`config.mk`:
```
export PLATFORM = sky130hd
export DESIGN_NAME = cfg_xor_merge
export DESIGN_NICKNAME = d
export VERILOG_FILES = /design/src/rtl/xm_pkg.sv /design/src/rtl/xm_pbuf.sv /design/src/rtl/xm_rowmap.sv /design/src/rtl/xm_seq.sv /design/src/rtl/cfg_xor_merge.sv
export SDC_FILE = /design/constraint.sdc
export NUM_CORES = 1
export LEC_CHECK = 0
export ABC_AREA = 1
export BUFFER_PORTS_ARGS = -buffer_cell sky130_fd_sc_hd__buf_2
export CAP_MARGIN = 25
export CORE_ASPECT_RATIO = 1.4
export CORE_MARGIN = 2
export CORE_UTILIZATION = 40
export CTS_CLUSTER_DIAMETER = 200
export DETAILED_ROUTE_END_ITERATION = 6
export HOLD_SLACK_MARGIN = 0.15
export MAX_ROUTING_LAYER = met4
export PLACE_DENSITY = 0.64
export SLEW_MARGIN = 10
export SYNTH_ARGS = -nofsm -noshare
export SYNTH_HDL_FRONTEND = slang
export SYNTH_SLANG_ARGS = --single-unit
```
`constraint.sdc`:
```
create_clock -name clk -period 2.83 [get_ports clk]
set_input_delay 0.7075 -clock clk [delete_from_list [all_inputs] [get_ports clk]]
set_output_delay 0.7075 -clock clk [all_outputs]
set_load 0.02 [all_outputs]
```
`src/rtl/xm_pkg.sv`:
```
package xm_pkg;

   typedef enum logic [2:0] {
      XM_IDLE  = 3'd0,
      XM_PAD   = 3'd1,
      XM_LOAD  = 3'd2,
      XM_MERGE = 3'd3,
      XM_TAIL  = 3'd4
   } xm_state_e;

endpackage

```
`src/rtl/xm_pbuf.sv`:
```
module xm_pbuf #(
   parameter int WORD_W = 32,
   parameter int DEPTH  = 8,
   localparam int AW    = $clog2(DEPTH)
) (
   input  logic              clk,
   input  logic              we_i,
   input  logic [AW-1:0]     waddr_i,
   input  logic [WORD_W-1:0] wdata_i,
   input  logic [AW-1:0]     raddr_i,
   output logic [WORD_W-1:0] rdata_o
);

   logic [WORD_W-1:0] store [DEPTH];

   always_ff @(posedge clk) begin
      if (we_i) store[waddr_i] <= wdata_i;
   end

   assign rdata_o = store[raddr_i];

endmodule

```
`src/rtl/xm_rowmap.sv`:
```
module xm_rowmap #(
   parameter int ROWS      = 4,
   parameter int ROW_WORDS = 2,
   localparam int FRAME_WORDS = ROWS * ROW_WORDS,
   localparam int WIDX_W      = $clog2(FRAME_WORDS),
   localparam int ROW_W       = $clog2(ROWS)
) (
   input  logic [WIDX_W-1:0] widx_i,
   input  logic [ROW_W-1:0]  lo_i,
   input  logic [ROW_W-1:0]  hi_i,
   input  logic [ROW_W-1:0]  shift_i,
   output logic              hit_o,
   output logic [WIDX_W-1:0] pidx_o
);

   logic [ROW_W:0]   lo_x, hi_x, sh_x;
   logic [ROWS-1:0]  row_hit;
   logic [ROW_W-1:0] row_idx;
   logic [WIDX_W:0]  word_off;
   logic [WIDX_W:0]  pidx_full;

   assign lo_x = {1'b0, lo_i};
   assign hi_x = {1'b0, hi_i};
   assign sh_x = {1'b0, shift_i};

   for (genvar r = 0; r < ROWS; r++) begin : g_row
      localparam logic [ROW_W:0] RV = (ROW_W+1)'(r);
      assign row_hit[r] = (RV >= sh_x) && ((RV - sh_x) >= lo_x) && ((RV - sh_x) <= hi_x);
   end

   assign row_idx   = ROW_W'(32'(widx_i) / ROW_WORDS);
   assign word_off  = (WIDX_W+1)'(32'(shift_i) * ROW_WORDS);
   assign pidx_full = {1'b0, widx_i} - word_off;

   assign hit_o  = row_hit[row_idx];
   assign pidx_o = pidx_full[WIDX_W-1:0];

endmodule

```
`src/rtl/xm_seq.sv`:
```
module xm_seq import xm_pkg::*; #(
   parameter int FRAME_WORDS = 8,
   parameter int CNT_W       = 8,
   localparam int WIDX_W     = $clog2(FRAME_WORDS)
) (
   input  logic              clk,
   input  logic              rst_n,
   input  logic              start_i,
   input  logic              cfg_ok_i,
   input  logic [CNT_W-1:0]  count_i,
   input  logic              pin_valid_i,
   input  logic              rd_valid_i,
   output logic              accept_o,
   output logic              busy_o,
   output logic              done_o,
   output logic              err_o,
   output logic              cmd_o,
   output logic              pin_ready_o,
   output logic              rd_ready_o,
   output logic              load_fire_o,
   output logic              merge_fire_o,
   output logic              tail_o,
   output logic [WIDX_W-1:0] widx_o
);

   localparam logic [WIDX_W-1:0] LAST_W = WIDX_W'(FRAME_WORDS - 1);

   xm_state_e         state;
   logic [WIDX_W-1:0] widx;
   logic [CNT_W-1:0]  fidx, cnt_q;
   logic              wrap;

   assign wrap = (widx == LAST_W);

   always_ff @(posedge clk or negedge rst_n) begin
      if (!rst_n) begin
         state  <= XM_IDLE;
         widx   <= '0;
         fidx   <= '0;
         cnt_q  <= '0;
         cmd_o  <= 1'b0;
         done_o <= 1'b0;
         err_o  <= 1'b0;
      end else begin
         cmd_o  <= 1'b0;
         done_o <= 1'b0;
         unique case (state)
            XM_IDLE: begin
               if (start_i) begin
                  if (cfg_ok_i) begin
                     cnt_q <= count_i;
                     fidx  <= '0;
                     widx  <= '0;
                     cmd_o <= 1'b1;
                     err_o <= 1'b0;
                     state <= XM_PAD;
                  end else begin
                     err_o <= 1'b1;
                  end
               end
            end
            XM_PAD: begin
               if (rd_valid_i) begin
                  widx <= wrap ? '0 : widx + WIDX_W'(1);
                  if (wrap) state <= XM_LOAD;
               end
            end
            XM_LOAD: begin
               if (pin_valid_i) begin
                  widx <= wrap ? '0 : widx + WIDX_W'(1);
                  if (wrap) state <= XM_MERGE;
               end
            end
            XM_MERGE: begin
               if (rd_valid_i) begin
                  widx <= wrap ? '0 : widx + WIDX_W'(1);
                  if (wrap) begin
                     if (fidx == cnt_q - CNT_W'(1)) begin
                        state <= XM_TAIL;
                     end else begin
                        fidx  <= fidx + CNT_W'(1);
                        state <= XM_LOAD;
                     end
                  end
               end
            end
            XM_TAIL: begin
               widx <= wrap ? '0 : widx + WIDX_W'(1);
               if (wrap) begin
                  state  <= XM_IDLE;
                  done_o <= 1'b1;
               end
            end
            default: state <= XM_IDLE;
         endcase
      end
   end

   assign accept_o     = (state == XM_IDLE) && start_i && cfg_ok_i;
   assign busy_o       = (state != XM_IDLE);
   assign pin_ready_o  = (state == XM_LOAD);
   assign rd_ready_o   = (state == XM_PAD) || (state == XM_MERGE);
   assign load_fire_o  = (state == XM_LOAD) && pin_valid_i;
   assign merge_fire_o = (state == XM_MERGE) && rd_valid_i;
   assign tail_o       = (state == XM_TAIL);
   assign widx_o       = widx;

endmodule

```
`src/rtl/cfg_xor_merge.sv`:
```
module cfg_xor_merge #(
   parameter int WORD_W    = 32,
   parameter int ROWS      = 4,
   parameter int ROW_WORDS = 2,
   parameter int FADDR_W   = 16,
   parameter int CNT_W     = 8,
   parameter bit SHIFT_EN  = 1'b1,
   localparam int FRAME_WORDS = ROWS * ROW_WORDS,
   localparam int WIDX_W      = $clog2(FRAME_WORDS),
   localparam int ROW_W       = $clog2(ROWS)
) (
   input  logic               clk,
   input  logic               rst_n,
   input  logic               start_i,
   input  logic [FADDR_W-1:0] cfg_first_i,
   input  logic [CNT_W-1:0]   cfg_count_i,
   input  logic [ROW_W-1:0]   cfg_row_lo_i,
   input  logic [ROW_W-1:0]   cfg_row_hi_i,
   input  logic [ROW_W-1:0]   cfg_shift_i,
   output logic               busy_o,
   output logic               done_o,
   output logic               err_o,
   input  logic               pin_valid_i,
   input  logic [WORD_W-1:0]  pin_data_i,
   output logic               pin_ready_o,
   output logic               cp_cmd_o,
   output logic [FADDR_W-1:0] cp_frame_o,
   output logic [CNT_W-1:0]   cp_count_o,
   input  logic               cp_rd_valid_i,
   input  logic [WORD_W-1:0]  cp_rd_data_i,
   output logic               cp_rd_ready_o,
   output logic               cp_wr_valid_o,
   output logic [WORD_W-1:0]  cp_wr_data_o
);

   if (ROWS < 2) begin : g_bad_rows
      $error("cfg_xor_merge: ROWS must be at least 2");
   end
   if (ROW_WORDS < 1) begin : g_bad_rw
      $error("cfg_xor_merge: ROW_WORDS must be at least 1");
   end
   if (WORD_W < 1 || FADDR_W < 1 || CNT_W < 1) begin : g_bad_w
      $error("cfg_xor_merge: widths must be positive");
   end

   localparam logic [ROW_W:0] ROWS_X = (ROW_W+1)'(ROWS);

   logic [ROW_W-1:0]  shift_eff;
   logic              cfg_ok;
   logic              accept, load_fire, merge_fire, tail;
   logic [WIDX_W-1:0] widx, pidx;
   logic              hit;
   logic [WORD_W-1:0] pword, merged;

   logic [FADDR_W-1:0] first_q;
   logic [CNT_W-1:0]   count_q;
   logic [ROW_W-1:0]   lo_q, hi_q, sh_q;

   if (SHIFT_EN) begin : g_shift_on
      assign shift_eff = cfg_shift_i;
   end else begin : g_shift_off
      assign shift_eff = cfg_shift_i & {ROW_W{1'b0}};
   end

   assign cfg_ok = (cfg_count_i != '0) &&
                   (cfg_row_lo_i <= cfg_row_hi_i) &&
                   (({1'b0, cfg_row_hi_i} + {1'b0, shift_eff}) < ROWS_X);

   always_ff @(posedge clk or negedge rst_n) begin
      if (!rst_n) begin
         first_q <= '0;
         count_q <= '0;
         lo_q    <= '0;
         hi_q    <= '0;
         sh_q    <= '0;
      end else if (accept) begin
         first_q <= cfg_first_i;
         count_q <= cfg_count_i;
         lo_q    <= cfg_row_lo_i;
         hi_q    <= cfg_row_hi_i;
         sh_q    <= shift_eff;
      end
   end

   xm_seq #(
      .FRAME_WORDS(FRAME_WORDS),
      .CNT_W      (CNT_W)
   ) i_seq (
      .clk         (clk),
      .rst_n       (rst_n),
      .start_i     (start_i),
      .cfg_ok_i    (cfg_ok),
      .count_i     (cfg_count_i),
      .pin_valid_i (pin_valid_i),
      .rd_valid_i  (cp_rd_valid_i),
      .accept_o    (accept),
      .busy_o      (busy_o),
      .done_o      (done_o),
      .err_o       (err_o),
      .cmd_o       (cp_cmd_o),
      .pin_ready_o (pin_ready_o),
      .rd_ready_o  (cp_rd_ready_o),
      .load_fire_o (load_fire),
      .merge_fire_o(merge_fire),
      .tail_o      (tail),
      .widx_o      (widx)
   );

   xm_rowmap #(
      .ROWS     (ROWS),
      .ROW_WORDS(ROW_WORDS)
   ) i_rowmap (
      .widx_i (widx),
      .lo_i   (lo_q),
      .hi_i   (hi_q),
      .shift_i(sh_q),
      .hit_o  (hit),
      .pidx_o (pidx)
   );

   xm_pbuf #(
      .WORD_W(WORD_W),
      .DEPTH (FRAME_WORDS)
   ) i_pbuf (
      .clk    (clk),
      .we_i   (load_fire),
      .waddr_i(widx),
      .wdata_i(pin_data_i),
      .raddr_i(pidx),
      .rdata_o(pword)
   );

   assign merged        = cp_rd_data_i ^ (hit ? pword : '0);
   assign cp_wr_valid_o = merge_fire | tail;
   assign cp_wr_data_o  = tail ? '0 : merged;
   assign cp_frame_o    = first_q;
   assign cp_count_o    = count_q;

endmodule

```
==> flow_summary.toml <==
[placement]
gp_congestion = 0.8472
dp_slack_ns = -0.1867
dp_hpwl_mm = 20.90
io_buffers = 161
dp.cells = 2061

[global_routing]
antenna_found_initial = 5
grtUsageTotal = 0.1881
grt_pass1_vias = 10235
overflow = 0
grt_pass1_wl_mm = 52.87
grt_max_degree = 56

[floorplanning]
core_um2 = 34860
die_area_um2 = 36850
fp-row-count = 81
fp.dieH_um = 226.3
start_util = 0.4051
die_w_um = 162.8
pin_count = 162

[cts]
cts_hold_buffers = 0
cts_buffers = 31
cts_tree = "done"
clk_pin_slew_ns = 0.07
clock-sinks = 311
cts-root-buf = "clkbuf_16"
cts_buffer_depth = 3
clk-insertion-delay-late_ns = 0.58
htree_levels = 1

[sta]
finalHoldViolCount = 0
worstMarginPinSlew_ns = 0.6959
grt_setup_unrepaired = "true"
layout_min_cycle_time_ns = 3.527
slew_headroom = 0.5360
period_share = 1.246
final.setup_skew_ns = 0.01592
setup_viol = 32
drv_slew = 0
max_freq_ghz = 0.2836
fin_ws_ns = -0.6966

[critical_path]
r2r_start = "i_seq.widx_o[0]$_DFFE_PN0P_"
arrival_ns = 2.82
critPathLaunchType = "register"
crit_type = "reg2out"
crit_start = "sh_q[1]$_DFFE_PN0P_"
required_ns = 2.12
end_kind = "output pin"
cp_max_fo = 5

[finish]
final_nets = 1765
drive_gt1_frac = 0.2404
most-common-layout-cells = "nand2_1 (421), edfxtp_1 (256), nor2_1 (237)"
finalNonFillerCells = 2129
area_delta_synth_final_pct = 25.13
final_common_cell = "nand2_1"
n_fill_cell = 3124

[routing]
wl_met3_mm = 1.778
routedWlPerCell_um = 15.97
vias = 10430
viasPerCell = 4.899
drc = 0
drt-initial-drc-count = 649
final_antenna_net_count = 0
routed.top_layer = "met4"
wl_met1_mm = 14.05
drtPass1Iterations = 5
drt_wl_total_mm = 34.00
met2_length_mm = 17.21

[synthesis]
async_flop_share = 0.1768
synth-edff-count = 256
ys_types = 35
yosys_warnings = 0
synthesis.area_um2 = 14120
syn-num-nets = 1578
synth-seq-cells = 311
yosysSeqAreaShare = 0.6418
synthCells = 1457
ys.flop_type = "edfxtp_1"
synth.avg_cell_area_um2 = 9.693

[power]
power.internal_mw = 12.06
power_mw = 20.68
switchingPower_mw = 8.618
clockPowerShare = 0.204
comb_power_share = 0.515
powerDensity_nw_per_um2 = 1170
ir_drop_mv = 0.6490
p_sw_frac = 0.4168
leakage_nw = 7.439
seqPwrFrac = 0.281

[outcome]
violations = "negative setup slack"
status = "finished, violations left"

[flow_run]
cap_viol_max_count = 0

[hold_path]
min_path_type = "in2async"
-- cell families after synthesis --
family	after synthesis	synth area share
multiplexers	2	0.001418
AO/OA/AOI/OAI	93	0.03500
adder cells (fa/ha/maj)	22	0.01949
XOR/XNOR	8	0.004961
flip-flops	311	0.6418
buffers and inverters	120	0.03827
AND/OR/NAND/NOR	901	0.2591
-- flip-flops by register name, summed over array words and instances (netlist names) --
register / cells
lo_q: 2
cp_count_o: 8
i_seq.fidx: 8
sh_q: 2
i_seq.state: 3
i_seq.done_o: 1
i_seq.err_o: 1
i_seq.cnt_q: 8
cp_frame_o: 16
hi_q: 2
i_pbuf.store: 256
i_seq.widx_o: 3
i_seq.cmd_o: 1
-- final cells by class --
class | count | area (um2) | share of cell area
Clock buffer | 37 | 798.3 | 0.04517
Inverter | 54 | 212.7 | 0.01204
Multi-Input combinational cell | 1026 | 5007 | 0.2833
Antenna cell | 5 | 12.51 | 0.0007080
Sequential cell | 311 | 9070 | 0.5132
Tap cell | 456 | 570.5 | 0.03229
Clock inverter | 20 | 245.2 | 0.01388
Timing Repair Buffer | 220 | 1755 | 0.09933
-- worst max-delay path, cell delays in order, from the launching register on --
cell	delay [ns]
dfrtp_2	0.37
inv_2	0.05
ha_4	0.27
inv_4	0.05
ha_4	0.26
inv_2	0.02
nor2_1	0.07
o21ai_1	0.06
o211ai_1	0.08
nand2_1	0.11
nor2_4	0.17
buf_12	0.15
buf_12	0.14
nor2_4	0.05
nand2_1	0.07
nand2_2	0.06
nor2_4	0.11
buf_6	0.12
-- timing repair --
| action | 4_1_cts | 5_1_grt |
|---|---|---|
| buffers inserted | 3 | 1 |
| cloned | 1 | 2 |
| pin swaps | 4 | 14 |
| resized for setup | 68 | 52 |
| endpoints found under the setup margin | 32 | 32 |
-- routing by layer --
metal	track usage	up-vias
met1	0.2223	4922
met3	0.03164	57
met5	-	-
met4	0.06280	0
met2	0.3263	262
li1	-	5189
-- stage by stage --
step / cell area, um2 / util / TNS, ns / hold slack [ns]
finish: 17670 / 0.5069 / -21.30 / 0.2753
global route: 17670 / 0.5069 / -25.88 / 0.3249
CTS: 17450 / 0.5004 / -21.28 / 0.2831
detailed placement: 16140 / 0.4631 / -3.270 / 0.4537
global placement: 16140 / 0.4631 / -2.130 / 0.4484
floorplan: 14380 / - / 0 / 0.4119
-- power by group through the flow --
stage | combinational, mW | clock (mW) | sequential (mW)
after detailed placement | 9.48 | 0 | 5.90
after floorplan | 6.33 | 0 | 6.10
final | 10.6 | 4.22 | 5.81
after global placement | 9.34 | 0 | 5.89
after CTS | 10.2 | 4.31 | 5.81
after global routing | 11.8 | 4.48 | 5.86
-- Yosys cell counts (5+ instances only) --
cell type	number	area, um2
a21oi_1	5	25.02
buf_2	28	140.1
buf_4	8	60.06
clkbuf_1	24	90.09
dfrtp_1	55	1376
edfxtp_1	256	7687
ha_1	22	275.3
inv_1	50	187.7
nand2_1	436	1637
nand3_1	121	605.6
nor2_1	299	1122
nor2_2	32	200.2
o21ai_0	76	380.4
-- worst paths after layout --
check,cells after the start,slack [ns],end
max,17,-0.70,cp_wr_data_o[24]
min,2,0.28,cp_count_o[5]$_DFFE_PN0P_
max reg2reg,5,0.57,i_pbuf.store[2][17]$_DFFE_PP_
min reg2reg,2,0.47,cp_frame_o[11]$_DFFE_PN0P_
max in group asynchronous,2,2.04,i_seq.widx_o[0]$_DFFE_PN0P_
min in group clk,3,0.36,cp_frame_o[15]$_DFFE_PN0P_
(Power assumes the default switching activity.)
